`src/rtl/irbaud_pkg.sv`:
```
package irbaud_pkg;

  typedef enum logic [1:0] {
    LINK_SLOW = 2'b00,
    LINK_MED  = 2'b01,
    LINK_FAST = 2'b10,
    LINK_OFF  = 2'b11
  } link_mode_e;

  localparam int unsigned PRE_DIV_DFLT  = 26;
  localparam int unsigned RATE_W_DFLT   = 6;
  localparam int unsigned OVS_DFLT      = 16;
  localparam int unsigned SAFE_CNT_DFLT = 11;

endpackage

```
`src/rtl/irbaud_prescale.sv`:
```
module irbaud_prescale #(
  parameter int unsigned PRE_DIV = 26
) (
  input  logic clk,
  input  logic rst_n,
  output logic pre_en_o
);
  localparam int unsigned PW = (PRE_DIV > 1) ? $clog2(PRE_DIV) : 1;
  localparam logic [PW-1:0] PRE_LAST = PW'(PRE_DIV - 1);

  logic [PW-1:0] pre_cnt_q;
  logic [PW-1:0] pre_cnt_d;
  logic          at_last;

  always_comb begin
    at_last   = (pre_cnt_q == PRE_LAST);
    pre_cnt_d = at_last ? '0 : pre_cnt_q + PW'(1);
  end

  always_ff @(posedge clk or negedge rst_n) begin
    if (!rst_n) pre_cnt_q <= '0;
    else        pre_cnt_q <= pre_cnt_d;
  end

  assign pre_en_o = at_last;

  // enable pulses are isolated single cycles
  AST_PRE_SINGLE: assert property (@(posedge clk) disable iff (!rst_n)
    pre_en_o |=> !pre_en_o);

endmodule

```
`src/rtl/irbaud_field.sv`:
```
module irbaud_field
  import irbaud_pkg::*;
#(
  parameter int unsigned RATE_W   = 6,
  parameter int unsigned SAFE_CNT = 11
) (
  input  logic              clk,
  input  logic              rst_n,
  input  link_mode_e        mode_i,
  input  logic              wr_i,
  input  logic [RATE_W-1:0] wdata_i,
  input  logic              revert_i,
  output logic [RATE_W-1:0] field_o
);
  localparam logic [RATE_W-1:0] SAFE_VAL = RATE_W'(SAFE_CNT);

  logic [RATE_W-1:0] field_q;
  logic [RATE_W-1:0] field_d;
  logic              field_en;

  always_comb begin
    field_en = revert_i || (wr_i && (mode_i == LINK_SLOW));
    field_d  = revert_i ? SAFE_VAL : wdata_i;
  end

  always_ff @(posedge clk or negedge rst_n) begin
    if (!rst_n)        field_q <= SAFE_VAL;
    else if (field_en) field_q <= field_d;
  end

  assign field_o = field_q;

  AST_REVERT_LOADS: assert property (@(posedge clk) disable iff (!rst_n)
    revert_i |=> (field_o == SAFE_VAL));

  AST_FAST_WR_DROPPED: assert property (@(posedge clk) disable iff (!rst_n)
    (wr_i && !revert_i && mode_i != LINK_SLOW) |=> $stable(field_o));

endmodule

```
`src/rtl/irbaud_reload.sv`:
```
module irbaud_reload #(
  parameter int unsigned RATE_W   = 6,
  parameter int unsigned SAFE_CNT = 11,
  parameter int unsigned PRE_DIV  = 26
) (
  input  logic              clk,
  input  logic              rst_n,
  input  logic              pre_en_i,
  input  logic [RATE_W-1:0] field_i,
  output logic              os_tick_o
);
  logic [RATE_W-1:0] cnt_q;
  logic [RATE_W-1:0] cnt_d;
  logic              tick_d;
  logic              tick_q;
  logic              at_zero;

  always_comb begin
    at_zero = (cnt_q == '0);
    tick_d  = pre_en_i && at_zero;
    cnt_d   = cnt_q;
    if (pre_en_i) cnt_d = at_zero ? field_i : cnt_q - RATE_W'(1);
  end

  always_ff @(posedge clk or negedge rst_n) begin
    if (!rst_n) begin
      cnt_q  <= RATE_W'(SAFE_CNT);
      tick_q <= 1'b0;
    end else begin
      cnt_q  <= cnt_d;
      tick_q <= tick_d;
    end
  end

  assign os_tick_o = tick_q;

  // checker: spacing between oversampling strobes never drops below the prescaler period
  logic [15:0] gap_q;
  logic        seen_q;
  always_ff @(posedge clk or negedge rst_n) begin
    if (!rst_n) begin
      gap_q  <= '0;
      seen_q <= 1'b0;
    end else if (tick_q) begin
      gap_q  <= 16'd1;
      seen_q <= 1'b1;
    end else if (gap_q != 16'hFFFF) begin
      gap_q  <= gap_q + 16'd1;
    end
  end

  AST_OS_FROM_PRE: assert property (@(posedge clk) disable iff (!rst_n)
    os_tick_o |-> $past(pre_en_i));

  AST_OS_ONE_WIDE: assert property (@(posedge clk) disable iff (!rst_n)
    os_tick_o |=> !os_tick_o);

  AST_OS_NO_SHORT: assert property (@(posedge clk) disable iff (!rst_n)
    (os_tick_o && seen_q) |-> (gap_q >= 16'(PRE_DIV)));

endmodule

```
`src/rtl/irbaud_ovs.sv`:
```
module irbaud_ovs #(
  parameter int unsigned OVS = 16
) (
  input  logic clk,
  input  logic rst_n,
  input  logic os_tick_i,
  output logic bit_tick_o
);
  localparam int unsigned OW = (OVS > 1) ? $clog2(OVS) : 1;
  localparam logic [OW-1:0] OVS_LAST = OW'(OVS - 1);

  logic [OW-1:0] ovs_q;
  logic [OW-1:0] ovs_d;
  logic          bit_d;
  logic          bit_q;

  always_comb begin
    bit_d = os_tick_i && (ovs_q == OVS_LAST);
    ovs_d = ovs_q;
    if (os_tick_i) ovs_d = (ovs_q == OVS_LAST) ? '0 : ovs_q + OW'(1);
  end

  always_ff @(posedge clk or negedge rst_n) begin
    if (!rst_n) begin
      ovs_q <= '0;
      bit_q <= 1'b0;
    end else begin
      ovs_q <= ovs_d;
      bit_q <= bit_d;
    end
  end

  assign bit_tick_o = bit_q;

  AST_BIT_AFTER_OS: assert property (@(posedge clk) disable iff (!rst_n)
    bit_tick_o |-> $past(os_tick_i));

  AST_BIT_ONE_WIDE: assert property (@(posedge clk) disable iff (!rst_n)
    bit_tick_o |=> !bit_tick_o);

endmodule

```
`src/rtl/irbaud_gen.sv`:
```
module irbaud_gen
  import irbaud_pkg::*;
#(
  parameter int unsigned PRE_DIV  = PRE_DIV_DFLT,
  parameter int unsigned RATE_W   = RATE_W_DFLT,
  parameter int unsigned OVS      = OVS_DFLT,
  parameter int unsigned SAFE_CNT = SAFE_CNT_DFLT
) (
  input  logic              clk,
  input  logic              rst_n,
  input  logic [1:0]        mode_i,
  input  logic              rate_wr_i,
  input  logic [RATE_W-1:0] rate_wdata_i,
  input  logic              timeout_revert_i,
  output logic [RATE_W-1:0] rate_field_o,
  output logic              os_tick_o,
  output logic              bit_tick_o
);
  logic       rst_meta_q;
  logic       rst_sync_q;
  logic       pre_en;
  link_mode_e mode;

  always_ff @(posedge clk or negedge rst_n) begin
    if (!rst_n) begin
      rst_meta_q <= 1'b0;
      rst_sync_q <= 1'b0;
    end else begin
      rst_meta_q <= 1'b1;
      rst_sync_q <= rst_meta_q;
    end
  end

  assign mode = link_mode_e'(mode_i);

  irbaud_prescale #(.PRE_DIV(PRE_DIV)) u_pre (
    .clk      (clk),
    .rst_n    (rst_sync_q),
    .pre_en_o (pre_en)
  );

  irbaud_field #(.RATE_W(RATE_W), .SAFE_CNT(SAFE_CNT)) u_field (
    .clk      (clk),
    .rst_n    (rst_sync_q),
    .mode_i   (mode),
    .wr_i     (rate_wr_i),
    .wdata_i  (rate_wdata_i),
    .revert_i (timeout_revert_i),
    .field_o  (rate_field_o)
  );

  irbaud_reload #(.RATE_W(RATE_W), .SAFE_CNT(SAFE_CNT), .PRE_DIV(PRE_DIV)) u_reload (
    .clk       (clk),
    .rst_n     (rst_sync_q),
    .pre_en_i  (pre_en),
    .field_i   (rate_field_o),
    .os_tick_o (os_tick_o)
  );

  irbaud_ovs #(.OVS(OVS)) u_ovs (
    .clk        (clk),
    .rst_n      (rst_sync_q),
    .os_tick_i  (os_tick_o),
    .bit_tick_o (bit_tick_o)
  );

  AST_RESET_FIELD: assert property (@(posedge clk)
    (rst_sync_q && !$past(rst_sync_q)) |-> (rate_field_o == RATE_W'(SAFE_CNT)));

endmodule

```
`config.mk`:
```
export PLATFORM = sky130hd
export DESIGN_NAME = irbaud_gen
export DESIGN_NICKNAME = d
export VERILOG_FILES = /design/src/rtl/irbaud_pkg.sv /design/src/rtl/irbaud_prescale.sv /design/src/rtl/irbaud_field.sv /design/src/rtl/irbaud_reload.sv /design/src/rtl/irbaud_ovs.sv /design/src/rtl/irbaud_gen.sv
export SDC_FILE = /design/constraint.sdc
export NUM_CORES = 1
export LEC_CHECK = 0
export BUFFER_PORTS_ARGS = -buffer_cell sky130_fd_sc_hd__buf_2
export CAP_MARGIN = 10
export CORE_ASPECT_RATIO = 0.7
export CORE_MARGIN = 2
export CORE_UTILIZATION = 45
export DETAILED_ROUTE_END_ITERATION = 7
export PLACE_DENSITY = 0.66
export SETUP_SLACK_MARGIN = 0.4
export SLEW_MARGIN = 0
export SYNTH_ARGS = -nofsm -noshare
export SYNTH_HDL_FRONTEND = slang
export SYNTH_SLANG_ARGS = --single-unit
export TNS_END_PERCENT = 20
```
`constraint.sdc`:
```
create_clock -name clk -period 1 [get_ports clk]
set_input_delay 0.1 -clock clk [delete_from_list [all_inputs] [get_ports clk]]
set_output_delay 0.1 -clock clk [all_outputs]
set_load 0.05 [all_outputs]
```
Word-level counts from Yosys, hierarchy flattened
Index checks and enable logic that the tools add are counted.
- word-level logic and storage cells: 23
- flip-flop bits (word level): 25
- eq/ne operators: 2
- reduce and logical (&&, ||, !) cells: 6
- multiplexer cells: 4
- $add $sub $neg: 3
- operators by type and width (operator ; count):
    $mux W6 ; 2
    $logic_not A6 Y1 ; 1
    $sub A6 B1 Y6 const B ; 1
    $add A5 B1 Y5 const B ; 1
    $eq A5 B5 Y1 const B ; 1
    $mux W5 ; 1
    $add A4 B1 Y4 const B ; 1
    $eq A4 B4 Y1 const B ; 1
    $mux W4 ; 1
    $logic_and A1 B1 Y1 ; 3
    $logic_not A2 Y1 ; 1
    $logic_or A1 B1 Y1 ; 1

Longest topological paths before layout
- depth in word-level cells: 3
- gate-level depth with buffers: 7
- depth with buffers taken out: 5

By module
A second synthesis with hierarchy kept.
- cell total of the unflattened synthesis: 112
- area total of the unflattened synthesis: 1271.2 um^2
- by module, submodules not included (module ; area each (um^2) ; times used ; cells an instance ; sequential area each (um^2)):
    irbaud_reload ; 434.2 ; 1 ; 42 ; 178.9
    irbaud_field ; 297.8 ; 1 ; 26 ; 153.9
    irbaud_prescale ; 266.5 ; 1 ; 24 ; 125.1
    irbaud_ovs ; 219.0 ; 1 ; 17 ; 125.1
    irbaud_gen ; 53.8 ; 1 ; 3 ; 50.0

Worst setup path before layout
Ideal clock, no wire load.
- path type: reg-to-reg
- start: register u_reload.cnt_q[0]
- end: register u_reload.cnt_q[5]
- clock period less this slack: 1.650 ns
- path buffers: 0
- arrival time: 1.585 ns
- stages on the path, launching flop included: 6
- setup slack: -0.650 ns
- required time: 0.935 ns
- cells stage by stage: dfstp_2 > inv_1 > ha_1 > or3_1 > a2111o_1 > nand2_1
- cells in the longest elaborated chain, start to end: 2
- elaborated cells on any way between the ends: 3
- RTL lines (element ; line ; source):
    start, declared ; irbaud_reload.sv:12 ; logic [RATE_W-1:0] cnt_q;
    start signal, assigned ; irbaud_reload.sv:27 ; cnt_q <= RATE_W'(SAFE_CNT);
    start signal, assigned ; irbaud_reload.sv:30 ; cnt_q <= cnt_d;
    $sub A6 B1 Y6 or $logic_not A6 Y1 (tied branches) ; irbaud_reload.sv:22, irbaud_reload.sv:19 ;
    $mux W6 * ; irbaud_reload.sv:22 ; if (pre_en_i) cnt_d = at_zero ? field_i : cnt_q - RATE_W'(1);
Mark *: on every way between the ends. The rest lies on a longest branch, timed or not.
A chain may end at the register's enable or synchronous reset.

Final worst setup path
Same ends and word-level chain as after synthesis.

==> impl_metrics.py <==
metrics = {
    "outcome": {
        "run_status": "finished, violations left",
        "violations": "setup timing",
    },
    "worst_setup_path": {
        "reg2reg_slack_ns": -0.53,
        "critical_path_class": "reg2reg",
        "critPathArrivalTime_ns": 1.74,
        "cp-start-kind": "flop",
        "worst-endpoint-required_ns": 1.21,
        "cpMaxStageDelayCell": "dfstp_2",
        "crit_buf_inv": 1,
        "crit_path_max_fanout": 4,
        "timing.rr.end": "u_reload.cnt_q[5]",
        "reg2reg_depth": 5,
        "rr_startpoint": "u_reload.cnt_q[0]",
        "cpLargestDelayFamily": "flip-flops",
        "path_cells": "inv_2 -> ha_4 -> or3_4 -> a2111o_1 -> nand2_1",
        "cp.depth": 5,
        "endpoint_kind": "flop",
        "cp_slowest_stage_delay_ns": 0.54,
    },
    "cts": {
        "numCtsBuffers": 3,
        "tritoncts": "done",
        "clk_pin_slew_ns": 0.08,
        "clock_sinks": 25,
        "root_buffer": "clkbuf_8",
        "htreeDepth": 1,
        "clockBufferDepth": 2,
        "clkLatencyLatePin_ns": 0.26,
    },
    "yosys": {
        "synth_edf_count": 0,
        "yosysWarnings": 0,
        "ys_types": 38,
        "synth_fp_nets": 127,
        "async_reset_ff_share_pct": 100,
        "synthFlopType": "dfrtp_1",
        "avgSynthCellArea_um2": 11.1,
        "syn_area_um2": 1220,
        "seq_area_frac_synth_pct": 51.9,
        "yosys_register_bits": 25,
        "synth_cells": 110,
    },
    "placement": {
        "place_congestion": 0.758,
        "preCtsSetupSlack_ns": -0.505,
        "dpl-instance-area_um2": 1520,
        "dp.cells": 182,
        "port_buffers": 19,
        "dp_hpwl_um": 1790,
    },
    "grt": {
        "antenna_found_initial": 0,
        "grt_pass1_vias": 931,
        "grt_pass1_wl_um": 4290,
        "overflow": 0,
        "grt_use_total_pct": 18.6,
        "grt_max_degree": 24,
    },
    "power_and_ir_drop": {
        "power.leakage_nw": 0.800,
        "ir_worst_vdd_mv": 0.863,
        "power_mw": 1.78,
        "cellPowerDensity_nw_per_um2": 984,
    },
    "layout": {
        "multi_input_area_um2": 669,
        "diodes": 0,
        "final_area_um2": 1810,
        "fin_util_pct": 71.8,
        "layout_commonest_cell": "buf_4",
        "instances_no_fill": 191,
        "drive_above_1_share_pct": 52.2,
        "seqCellArea_um2": 634,
        "final_cell_mix": "buf_4, dfrtp_1, buf_2",
        "n_fill_cell": 180,
        "area_delta_synth_final_pct": 48.0,
        "nets": 175,
    },
    "sta": {
        "fin_hold_ws_ns": 0.0434,
        "skew_ns": 0.00445,
        "setup_tns_ns": -4.20,
        "grt_setup_unrepaired": "yes",
        "fmax_mhz": 653,
        "final-max-slew-violation-count": 0,
        "fin_crit_ns": 1.53,
        "hold_viol": 0,
        "worst_slack_ns": -0.532,
        "report.final.setup_viol": 17,
        "finalCritPeriodShare_pct": 153,
    },
    "detailed_routing": {
        "ant_nets": 0,
        "wl_per_cell_um": 13.3,
        "drc": 0,
        "route.vias.total": 1007,
        "initialDrtViolationCount": 9,
        "wirelength_um": 2540,
        "vias_per_cell": 5.27,
        "firstDrtPassIters": 4,
    },
    "floorplan": {
        "die_y_um": 47.6,
        "io_pins": 20,
        "rows": 15,
        "die-area_um2": 3150,
        "initial_utilization_pct": 48.5,
        "die_w_um": 66.2,
        "coreArea_um2": 2510,
    },
    "worst_hold_path": {
        "hold_class": "in2reg",
        "holdPathEnd": "u_field.field_o[0]",
        "min_from": "rate_wdata_i[0]",
        "min_path_cells": 2,
    },
    "run": {
        "cap_violations": 0,
    },
}
[power by group]
part | internal, mW | leakage (nW) | switching [mW]
sequential | 1.03 | 0.296 | 0.0132
clock | 0.284 | 0.0228 | 0.296
combinational | 0.0686 | 0.482 | 0.0838
total | 1.38 | 0.800 | 0.393
[Yosys cell counts, types with 2 or more instances]
master,n,area (um2)
inv_1,5,18.8
ha_1,5,62.6
o21ai_0,3,15.0
nor2_1,11,41.3
a211oi_1,3,22.5
nand2_1,10,37.5
nand4_1,3,18.8
xnor2_1,3,26.3
mux2_2,2,22.5
nor2b_1,4,25.0
a211o_1,3,26.3
dfstp_2,6,158
mux2i_1,5,50.1
or3_1,2,12.5
a22o_1,2,17.5
dfrtp_1,19,475
nor3_1,3,15.0
[cell type report]
cell class | count | area share [%]
Sequential cell | 25 | 35.1
Tap cell | 34 | 2.36
Multi-Input combinational cell | 76 | 37.1
Timing Repair Buffer | 47 | 21.9
Clock buffer | 4 | 2.49
Inverter | 5 | 1.04
[kinds of logic (layout without fill, tap and decap cells)]
group	count (synthesis)	after routing	synth area share (%)
and+or+nand+nor	41	41	18.6
DFF	25	25	51.9
AOI/OAI and AO/OA	18	18	11.4
buffers and inverters	9	56	3.90
muxes	7	7	5.95
adders and majority gates	5	5	5.13
xor gates and xnor gates	4	4	2.87
other	1	1	0.307
[layer usage]
metal	up-vias	global-route usage (%)	wire, um
met5	-	0	0
met4	0	4.90	19
met3	2	4.24	118
met2	24	32.8	1250
met1	500	24.0	1160
li1	481	-	-
[timing repair]
item                                    CTS  global route
gates resized for setup                  35            17
hold endpoints to repair                  2             0
pin swaps                                 9            10
buffers inserted                          0             4
hold buffers                              1             0
endpoints found under the setup margin   31            31
[how the worst max path moves through the flow]
stage / from / endpoint
global route: u_reload.cnt_q[0] / u_reload.cnt_q[5]
detailed placement: u_reload.cnt_q[1] / u_reload.cnt_q[5]
global placement: u_reload.cnt_q[1] / u_reload.cnt_q[5]
finish: u_reload.cnt_q[0] / u_reload.cnt_q[5]
floorplan: u_reload.cnt_q[0] / u_reload.cnt_q[5]
CTS: u_reload.cnt_q[1] / u_reload.cnt_q[5]
[registers in the layout, summed over array words and instances (netlist names)]
name                cells
u_reload.os_tick_o      1
u_reload.cnt_q          6
u_ovs.ovs_q             4
rst_sync_q              1
u_field.field_o         6
rst_meta_q              1
u_ovs.bit_tick_o        1
u_pre.pre_cnt_q         5
(Power assumes the default switching activity.)
